$ cat src/rtl/rps_pkg.sv
package rps_pkg;
   typedef enum logic [1:0] {
      CAUSE_PLAIN  = 2'b00,
      CAUSE_HTR    = 2'b01,
      CAUSE_DIVCHK = 2'b10,
      CAUSE_RSVD   = 2'b11
   } halt_cause_e;

   typedef enum logic [1:0] {
      RS_RUN,
      RS_HALT,
      RS_RESTART,
      RS_ICYC
   } rstate_e;

   localparam int unsigned NTRIG    = 3;
   localparam int unsigned TG_START = 0;
   localparam int unsigned TG_SKIP  = 1;
   localparam int unsigned TG_XFER  = 2;
endpackage

$ cat src/rtl/rps_opdec.sv
module rps_opdec #(
   parameter int unsigned OPW      = 3,
   parameter int unsigned SKIP_BIT = 0,
   parameter int unsigned XFER_BIT = 1,
   parameter int unsigned TRAP_BIT = 2
) (
   input  logic [OPW-1:0] opnd_i,
   output logic           skip_o,
   output logic           xfer_o,
   output logic           trap_o
);
   generate
      if (SKIP_BIT >= OPW || XFER_BIT >= OPW || TRAP_BIT >= OPW) begin : g_bad_pos
         $error("rps_opdec: qualifier bit outside operand field");
      end
      if (SKIP_BIT == XFER_BIT || SKIP_BIT == TRAP_BIT || XFER_BIT == TRAP_BIT) begin : g_bad_dup
         $error("rps_opdec: qualifier bits must be distinct");
      end
   endgenerate

   assign skip_o = opnd_i[SKIP_BIT];
   assign xfer_o = opnd_i[XFER_BIT];
   assign trap_o = opnd_i[TRAP_BIT];
endmodule

$ cat src/rtl/rps_exec_tmr.sv
module rps_exec_tmr #(
   parameter int unsigned EXEC_CYC = 3
) (
   input  logic clk,
   input  logic rst_n,
   input  logic start_i,
   output logic accept_o,
   output logic busy_o,
   output logic done_o
);
   localparam int unsigned CW    = $clog2(EXEC_CYC + 1);
   localparam logic [CW-1:0] LOADV = CW'(EXEC_CYC);

   generate
      if (EXEC_CYC < 1) begin : g_bad_cyc
         $error("rps_exec_tmr: EXEC_CYC must be at least 1");
      end
   endgenerate

   logic [CW-1:0] cnt_q;

   assign busy_o   = (cnt_q != '0);
   assign accept_o = start_i && !busy_o;
   assign done_o   = (cnt_q == CW'(1));

   always_ff @(posedge clk or negedge rst_n) begin
      if (!rst_n)        cnt_q <= '0;
      else if (accept_o) cnt_q <= LOADV;
      else if (busy_o)   cnt_q <= cnt_q - CW'(1);
   end
endmodule

$ cat src/rtl/rps_trig_bank.sv
module rps_trig_bank #(
   parameter int unsigned NT = 3
) (
   input  logic          clk,
   input  logic          rst_n,
   input  logic          load_i,
   input  logic [NT-1:0] val_i,
   input  logic          clr_i,
   output logic [NT-1:0] q_o
);
   generate
      if (NT < 1) begin : g_bad_nt
         $error("rps_trig_bank: NT must be at least 1");
      end
      for (genvar g = 0; g < NT; g++) begin : g_trig
         logic bit_q;
         always_ff @(posedge clk or negedge rst_n) begin
            if (!rst_n)      bit_q <= 1'b0;
            else if (load_i) bit_q <= val_i[g];
            else if (clr_i)  bit_q <= 1'b0;
         end
         assign q_o[g] = bit_q;
      end
   endgenerate
endmodule

$ cat src/rtl/rps_remote_seq.sv
module rps_remote_seq
   import rps_pkg::*;
#(
   parameter int unsigned AW        = 15,
   parameter int unsigned XFER_ADDR = 4
) (
   input  logic          clk,
   input  logic          rst_n,
   input  logic          halt_req_i,
   input  logic [1:0]    cause_i,
   input  logic [AW-1:0] loc_i,
   input  logic [AW-1:0] field_i,
   input  logic          auto_i,
   input  logic          start_trg_i,
   input  logic          skip_trg_i,
   input  logic          xfer_trg_i,
   output logic [AW-1:0] pc_o,
   output logic          halted_o,
   output logic          running_o,
   output logic          icycle_o
);
   localparam logic [AW-1:0] XFER_A = AW'(XFER_ADDR);

   generate
      if (AW < 2 || AW > 32) begin : g_bad_aw
         $error("rps_remote_seq: AW out of range");
      end
      if (XFER_ADDR >= (64'd1 << AW)) begin : g_bad_xa
         $error("rps_remote_seq: XFER_ADDR does not fit in AW bits");
      end
   endgenerate

   rstate_e       st_q;
   halt_cause_e   cause_q;
   logic [AW-1:0] pc_q;
   logic [AW-1:0] field_q;
   logic [AW-1:0] resume_pc;

   always_comb begin
      if (xfer_trg_i)                resume_pc = XFER_A;
      else if (cause_q == CAUSE_HTR) resume_pc = field_q;
      else if (skip_trg_i)           resume_pc = pc_q + AW'(2);
      else                           resume_pc = pc_q + AW'(1);
   end

   always_ff @(posedge clk or negedge rst_n) begin
      if (!rst_n) begin
         st_q    <= RS_HALT;
         cause_q <= CAUSE_PLAIN;
         pc_q    <= '0;
         field_q <= '0;
      end else begin
         case (st_q)
            RS_RUN: begin
               if (halt_req_i) begin
                  st_q    <= RS_HALT;
                  pc_q    <= loc_i;
                  field_q <= field_i;
                  cause_q <= halt_cause_e'(cause_i);
               end
            end
            RS_HALT: begin
               if (start_trg_i && auto_i) st_q <= RS_RESTART;
            end
            RS_RESTART: begin
               pc_q <= resume_pc;
               st_q <= RS_ICYC;
            end
            default: begin
               st_q <= RS_RUN;
            end
         endcase
      end
   end

   assign pc_o      = pc_q;
   assign halted_o  = (st_q == RS_HALT);
   assign running_o = (st_q == RS_RUN);
   assign icycle_o  = (st_q == RS_ICYC);
endmodule

$ cat src/rtl/rps_top.sv
module rps_top
   import rps_pkg::*;
#(
   parameter int unsigned AW        = 15,
   parameter int unsigned OPW       = 3,
   parameter int unsigned SKIP_BIT  = 0,
   parameter int unsigned XFER_BIT  = 1,
   parameter int unsigned TRAP_BIT  = 2,
   parameter int unsigned EXEC_CYC  = 3,
   parameter int unsigned XFER_ADDR = 4
) (
   input  logic           clk,
   input  logic           rst_n,
   input  logic           start_i,
   input  logic [OPW-1:0] opnd_i,
   input  logic           mp_mode_i,
   input  logic           halt_req_i,
   input  logic [1:0]     halt_cause_i,
   input  logic [AW-1:0]  halt_loc_i,
   input  logic [AW-1:0]  halt_field_i,
   input  logic           auto_i,
   input  logic           remote_icyc_i,
   output logic           busy_o,
   output logic           done_o,
   output logic           start_trg_o,
   output logic           skip_trg_o,
   output logic           xfer_trg_o,
   output logic           trap_en_o,
   output logic           halted_o,
   output logic           running_o,
   output logic           icycle_o,
   output logic [AW-1:0]  pc_o
);
   logic             accept;
   logic             load;
   logic             q_skip;
   logic             q_xfer;
   logic             q_trap;
   logic [NTRIG-1:0] trig_val;
   logic [NTRIG-1:0] trig_q;
   logic             trap_q;

   rps_opdec #(
      .OPW(OPW), .SKIP_BIT(SKIP_BIT), .XFER_BIT(XFER_BIT), .TRAP_BIT(TRAP_BIT)
   ) u_dec (
      .opnd_i(opnd_i), .skip_o(q_skip), .xfer_o(q_xfer), .trap_o(q_trap)
   );

   rps_exec_tmr #(.EXEC_CYC(EXEC_CYC)) u_tmr (
      .clk(clk), .rst_n(rst_n), .start_i(start_i),
      .accept_o(accept), .busy_o(busy_o), .done_o(done_o)
   );

   assign load = accept && mp_mode_i;

   always_comb begin
      trig_val           = '0;
      trig_val[TG_START] = 1'b1;
      trig_val[TG_SKIP]  = q_skip;
      trig_val[TG_XFER]  = q_xfer;
   end

   rps_trig_bank #(.NT(NTRIG)) u_trig (
      .clk(clk), .rst_n(rst_n), .load_i(load), .val_i(trig_val),
      .clr_i(icycle_o || remote_icyc_i), .q_o(trig_q)
   );

   always_ff @(posedge clk or negedge rst_n) begin
      if (!rst_n)                trap_q <= 1'b0;
      else if (load && q_trap)   trap_q <= 1'b1;
   end

   rps_remote_seq #(.AW(AW), .XFER_ADDR(XFER_ADDR)) u_rem (
      .clk(clk), .rst_n(rst_n), .halt_req_i(halt_req_i), .cause_i(halt_cause_i),
      .loc_i(halt_loc_i), .field_i(halt_field_i), .auto_i(auto_i),
      .start_trg_i(trig_q[TG_START]), .skip_trg_i(trig_q[TG_SKIP]),
      .xfer_trg_i(trig_q[TG_XFER]), .pc_o(pc_o), .halted_o(halted_o),
      .running_o(running_o), .icycle_o(icycle_o)
   );

   assign start_trg_o = trig_q[TG_START];
   assign skip_trg_o  = trig_q[TG_SKIP];
   assign xfer_trg_o  = trig_q[TG_XFER];
   assign trap_en_o   = trap_q;
endmodule

$ cat config.mk
export PLATFORM = sky130hd
export DESIGN_NAME = rps_top
export DESIGN_NICKNAME = d
export VERILOG_FILES = /design/src/rtl/rps_pkg.sv /design/src/rtl/rps_opdec.sv /design/src/rtl/rps_exec_tmr.sv /design/src/rtl/rps_trig_bank.sv /design/src/rtl/rps_remote_seq.sv /design/src/rtl/rps_top.sv
export SDC_FILE = /design/constraint.sdc
export NUM_CORES = 1
export LEC_CHECK = 0
export ABC_AREA = 1
export BUFFER_PORTS_ARGS = -buffer_cell sky130_fd_sc_hd__buf_4
export CAP_MARGIN = 10
export CORE_MARGIN = 5
export CORE_UTILIZATION = 57
export DETAILED_ROUTE_END_ITERATION = 8
export GPL_TIMING_DRIVEN = 0
export MAX_ROUTING_LAYER = met4
export PLACE_DENSITY_LB_ADDON = 0.3
export SYNTH_ARGS = -nofsm -noshare
export SYNTH_HDL_FRONTEND = slang
export SYNTH_HIERARCHICAL = 1
export SYNTH_SLANG_ARGS = --single-unit
export TNS_END_PERCENT = 100
$ cat constraint.sdc
create_clock -name clk -period 2.8 [get_ports clk]
set_input_delay 0.84 -clock clk [delete_from_list [all_inputs] [get_ports clk]]
set_output_delay 0.84 -clock clk [all_outputs]
set_load 0.05 [all_outputs]
## After elaboration in Yosys (flattened, before gate mapping)

Index checks and enable logic that the tools add are counted.

- Flip-flop bits (word level): 40
- Input bits: 42
- Output and inout bits: 24
- Logic and storage cells: 47

- Add/subtract/negate cells: 3
- Equality and inequality tests: 7
- Muxes and demuxes: 14
- Reduce and logical (&&, ||, !) cells: 14

Operators with widths:

| operator | count |
|---|---|
| 2-to-1 mux 15 bit | 4 |
| one-hot mux 15 bit (2 select lines) | 1 |
| adder 15 x 1 -> 15 bit (second input constant) | 1 |
| adder 15 x 2 -> 15 bit (second input constant) | 1 |
| 2-to-1 mux 2 bit | 4 |
| nonzero test 2 bit | 4 |
| equality test 2 x 1 -> 1 bit (second input constant) | 3 |
| one-hot mux 2 bit (3 select lines) | 1 |
| AND reduction 2 bit | 3 |
| equality test 2 bit (second input constant) | 2 |
| logical AND 1 bit | 4 |
| 2-to-1 mux 1 bit | 4 |
| logical NOT 2 bit | 1 |
| != test 2 x 1 -> 1 bit (second input constant) | 1 |
| != test 2 bit (second input constant) | 1 |
| subtractor 2 x 1 -> 2 bit (second input constant) | 1 |
| logical NOT 1 bit | 1 |
| logical OR 1 bit | 1 |

## Logic depth before layout (Yosys ltp)

- Depth in word-level cells: 5
- Depth in mapped cells: 11

## Hierarchy

Netlist, hierarchy kept.

By module, submodules not included:

| module | instances | cells each | area each (um^2) | seq. area each (um^2) |
|---|---|---|---|---|
| rps_remote_seq | 1 | 268 | 2088.3 | 852.1 |
| rps_trig_bank | 1 | 16 | 137.6 | 75.1 |
| rps_exec_tmr | 1 | 18 | 128.9 | 50.0 |
| rps_top | 1 | 8 | 55.1 | 25.0 |
| rps_opdec | 1 | 3 | 22.5 | 0.0 |

## Worst setup path before layout

No wires, ideal clock.

- Path type: reg-to-reg
- Start: reg u_rem.st_q[0]
- End: reg u_rem.pc_q[8], in the netlist u_rem/pc_o[8]
- Arrival time: 1.823 ns
- Required time: 2.676 ns
- Path slack: 0.853 ns
- Cell stages (with the launch flop): 10
- Path buffers: 1
- Clock period less this slack: 1.947 ns
- Cell sequence: dfstp_2 -> inv_1 -> ha_1 -> inv_1 -> nor2_1 -> a21oi_4 -> inv_2 -> buf_4 -> a21oi_1 -> a21oi_1

- Word-level cells in the longest chain between the ends: 3
- Elaborated cells between the ends (all ways): 6

RTL lines:

| what | RTL line | RTL |
|---|---|---|
| start: declaration | rps_remote_seq.sv:33 | `rstate_e st_q;` |
| start signal: assignment | rps_remote_seq.sv:48 | `st_q <= RS_HALT;` |
| start signal: assignment | rps_remote_seq.sv:56 | `st_q <= RS_HALT;` |
| start signal: assignment | rps_remote_seq.sv:63 | `if (start_trg_i && auto_i) st_q <= RS_RESTART;` |
| logical NOT 2 bit (*) | n/a |  |
| via running_o | rps_top.sv:30 | `output logic running_o,` |
| != test 2 bit (no line) / nonzero test 2 bit (equally long branches) | n/a |  |
| AND reduction 2 bit (no line) | n/a |  |
| end signal: assignment | rps_remote_seq.sv:57 | `pc_q <= loc_i;` |
| end signal: assignment | rps_remote_seq.sv:66 | `pc_q <= resume_pc;` |
| end: declaration | rps_remote_seq.sv:35 | `logic [AW-1:0] pc_q;` |

Mark *: on every way through the listed nets, which the timed path passes. The rest lies on a longest branch.
A chain may end at the register's enable or synchronous reset.

## Worst setup path in the final report

- Start: reg u_rem.st_q[0]
- End: out running_o

- Word-level cells in the longest chain between the ends: 1

RTL lines:

| what | RTL line | RTL |
|---|---|---|
| logical NOT 2 bit | rps_remote_seq.sv:78 | `assign running_o = (st_q == RS_RUN);` |
| end: declaration | rps_top.sv:30 |  |

No other way between the ends.

==> impl_metrics.json <==
{
  "status": "complete, no violations",
  "cts_max_level": 2,
  "worstPathArrival_ps": 1330,
  "finalSetupViolations": 0,
  "synthDistinctLibCells": 35,
  "ys_warn_count": 6,
  "wl_per_cell_um": 14.9,
  "initial_core_util_pct": 59.9,
  "cp_slowest_cell": "dfstp_2",
  "io_pins": 66,
  "ir_drop_mv": 0.809,
  "synth_nets": 363,
  "core_mm2": 0.00406,
  "worst_slew_pin_slew_ps": 561,
  "grtUsageTotal_pct": 25.5,
  "yosysTopAreaCellShare_pct": 40.1,
  "dr.first_iter.drc_count": 194,
  "synth.cell_area_mm2": 0.00243,
  "synth_area_leader_cell": "dfrtp_1",
  "dieWidth_um": 75.3,
  "pre_cts_ws_ps": 852,
  "powerDensity_mw_per_mm2": 1330,
  "r2r_cells": 9,
  "vias_per_cell": 5.32,
  "async_flop_share_pct": 100,
  "cap_violations": 0,
  "report.final.slew_viol_count": 0,
  "min_period_over_period_pct": 77.5,
  "die_area_mm2": 0.00567,
  "synth_edf_count": 0,
  "ys_ff_latch": 40,
  "worstSetupPathDepth": 3,
  "grt_pass1_vias": 2274,
  "clk_pin_slew_ps": 80,
  "rsz0062_at_grt": "false",
  "synthToLayoutAreaGrowth_pct": 27.2,
  "path_class": "reg -> out",
  "hold_path.class": "reg -> reg",
  "postCtsSetupBuffers": 0,
  "tritoncts": "yes",
  "wl_um": 6470,
  "grt_pass1_wl_um": 10600,
  "path_buf_inv": 2,
  "min_path_cells": 2,
  "p_leak_nw": 1.61,
  "ant_nets": 0,
  "cts_buffer_depth": 2,
  "synth_area_leaders": "dfrtp_1 40%, nand2_1 10%, a21oi_1 7.2%, inv_1 5.9%, mux2_2 5.6%",
  "synth_cells": 313,
  "hold_viol": 0,
  "fmax_mhz": 461,
  "critical_path.max_fanout": 3,
  "cp.required_ps": 1960,
  "rows": 23,
  "hold_buffers": 0,
  "fin_ws_ps": 630,
  "critPathCaptureType": "output port",
  "numCtsBuffers": 5,
  "first_pass_iters": 4,
  "layout-drive-gt1-share_pct": 28.2,
  "ys_seq_area_share_pct": 41.2,
  "fin_util_pct": 76.2,
  "die_h_um": 75.3,
  "remaining_drc_errors": 0,
  "grt_max_degree": 41,
  "startpoint_type": "register",
  "portBuffers": 62,
  "n_antenna_cell": 0,
  "relSlewSlack_pct": 62.6,
  "fin_crit_ps": 2170,
  "synth_area_per_cell_um2": 7.77,
  "clk_latency_ps": 300,
  "nets": 432,
  "slowest_delay_ps": 550,
  "num_vias": 2302,
  "cts_resized": 0,
  "post-dp-hpwl_um": 4900,
  "critPathTopFamily": "flip-flops",
  "numClockSinks": 40,
  "root_buffer": "clkbuf_8",
  "grt_overflow_total": 0,
  "antenna_found_initial": 0,
  "timing.setup.tns_ps": 0,
  "gp_congestion": 0.904,
  "cp_cell_sequence": "inv_1, ha_1, buf_4",
  "synth_ff_type": "dfrtp_1",
  "fin_skew_ps": 5.86,
  "finalPower_w": 0.00410
}
-- kinds of logic after synthesis --
| family | Yosys count | synth area share [%] |
|---|---|---|
| other | 1 | 0.154 |
| adder cells (fa/ha/maj) | 8 | 4.12 |
| AO/OA/AOI/OAI | 62 | 14.1 |
| XOR/XNOR | 2 | 0.720 |
| flip-flops | 40 | 41.2 |
| AND/OR/NAND/NOR | 134 | 24.2 |
| multiplexers | 12 | 5.56 |
| buffers and inverters | 54 | 9.88 |
-- layout make-up --
| type | instances | area (µm²) |
|---|---|---|
| Tap cell | 50 | 62.6 |
| Timing Repair Buffer | 62 | 465 |
| Clock inverter | 2 | 60.1 |
| Inverter | 40 | 150 |
| Fill cell | 330 | 965 |
| Buffer | 14 | 90.1 |
| Sequential cell | 40 | 1000 |
| Clock buffer | 6 | 72.6 |
| Multi-Input combinational cell | 219 | 1190 |
-- layout by cell type, fill, tap and decap left out, drive strengths merged, types with 3 or more instances in the layout --
master and instances:
buf 74, clkbuf 8, inv 40, nand3 23
ha 8, dfrtp 39, o21ai 17, a21oi 38
or2 3, nor2 36, nand2 67, mux2 12
-- flip-flops by register name, indices dropped and copies added, names as in the netlist --
| signal | count |
|---|---|
| u_trig/g_trig.bit_q | 3 |
| u_rem/st_q | 2 |
| u_rem/field_q | 15 |
| u_rem/cause_q | 2 |
| u_rem/pc_o | 15 |
| trap_en_o | 1 |
| u_tmr/cnt_q | 2 |
-- final timing paths --
| check | start | end | slack (ps) |
|---|---|---|---|
| worst min register to register | trap_en_o | trap_en_o | 470 |
| worst max-delay path | u_rem/st_q[0] | running_o | 630 |
| worst min-delay path | trap_en_o | trap_en_o | 470 |
| max in group asynchronous | rst_n | u_rem/st_q[0] | 1910 |
| min in group asynchronous | rst_n | u_tmr/cnt_q[1] | 520 |
| worst max register to register | u_rem/st_q[0] | u_rem/pc_o[0] | 830 |
-- cell usage after synthesis (3+ instances only) --
| cell type | number |
|---|---|
| nor2_2 | 3 |
| nand3_1 | 22 |
| buf_2 | 3 |
| inv_1 | 38 |
| nor2_1 | 32 |
| ha_1 | 8 |
| mux2_2 | 12 |
| nand2_1 | 65 |
| a21oi_1 | 35 |
| buf_4 | 7 |
| dfrtp_1 | 39 |
| o21ai_0 | 16 |
-- where the power goes --
part | total, W | switching [W] | internal [W]
Combinational | 0.00240 | 0.00160 | 0.000808
Clock | 0.000564 | 0.000208 | 0.000356
Sequential | 0.00113 | 0.000271 | 0.000863
Total | 0.00410 | 0.00207 | 0.00203
-- worst min-delay path, stage by stage, from the launching register on --
cell,delay [ps]
dfrtp_1,350
inv_1,40
nand2_1,50
-- metal layers --
| metal | vias to the layer above | GRT usage (%) | wire (µm) |
|---|---|---|---|
| li1 | 1142 | - | - |
| met1 | 1073 | 32.6 | 2850 |
| met2 | 76 | 41.4 | 3120 |
| met3 | 11 | 3.43 | 400 |
| met4 | 0 | 9.13 | 102 |
| met5 | - | - | 0 |
-- per-stage QoR --
step	cell area (µm²)	hold WS (ps)	std cells
after global routing	3090	498	433
after global placement	2960	449	425
after floorplan	2430	443	313
after detailed placement	2960	459	425
final	3090	468	433
after CTS	3090	478	433
(Power assumes the default switching activity.)
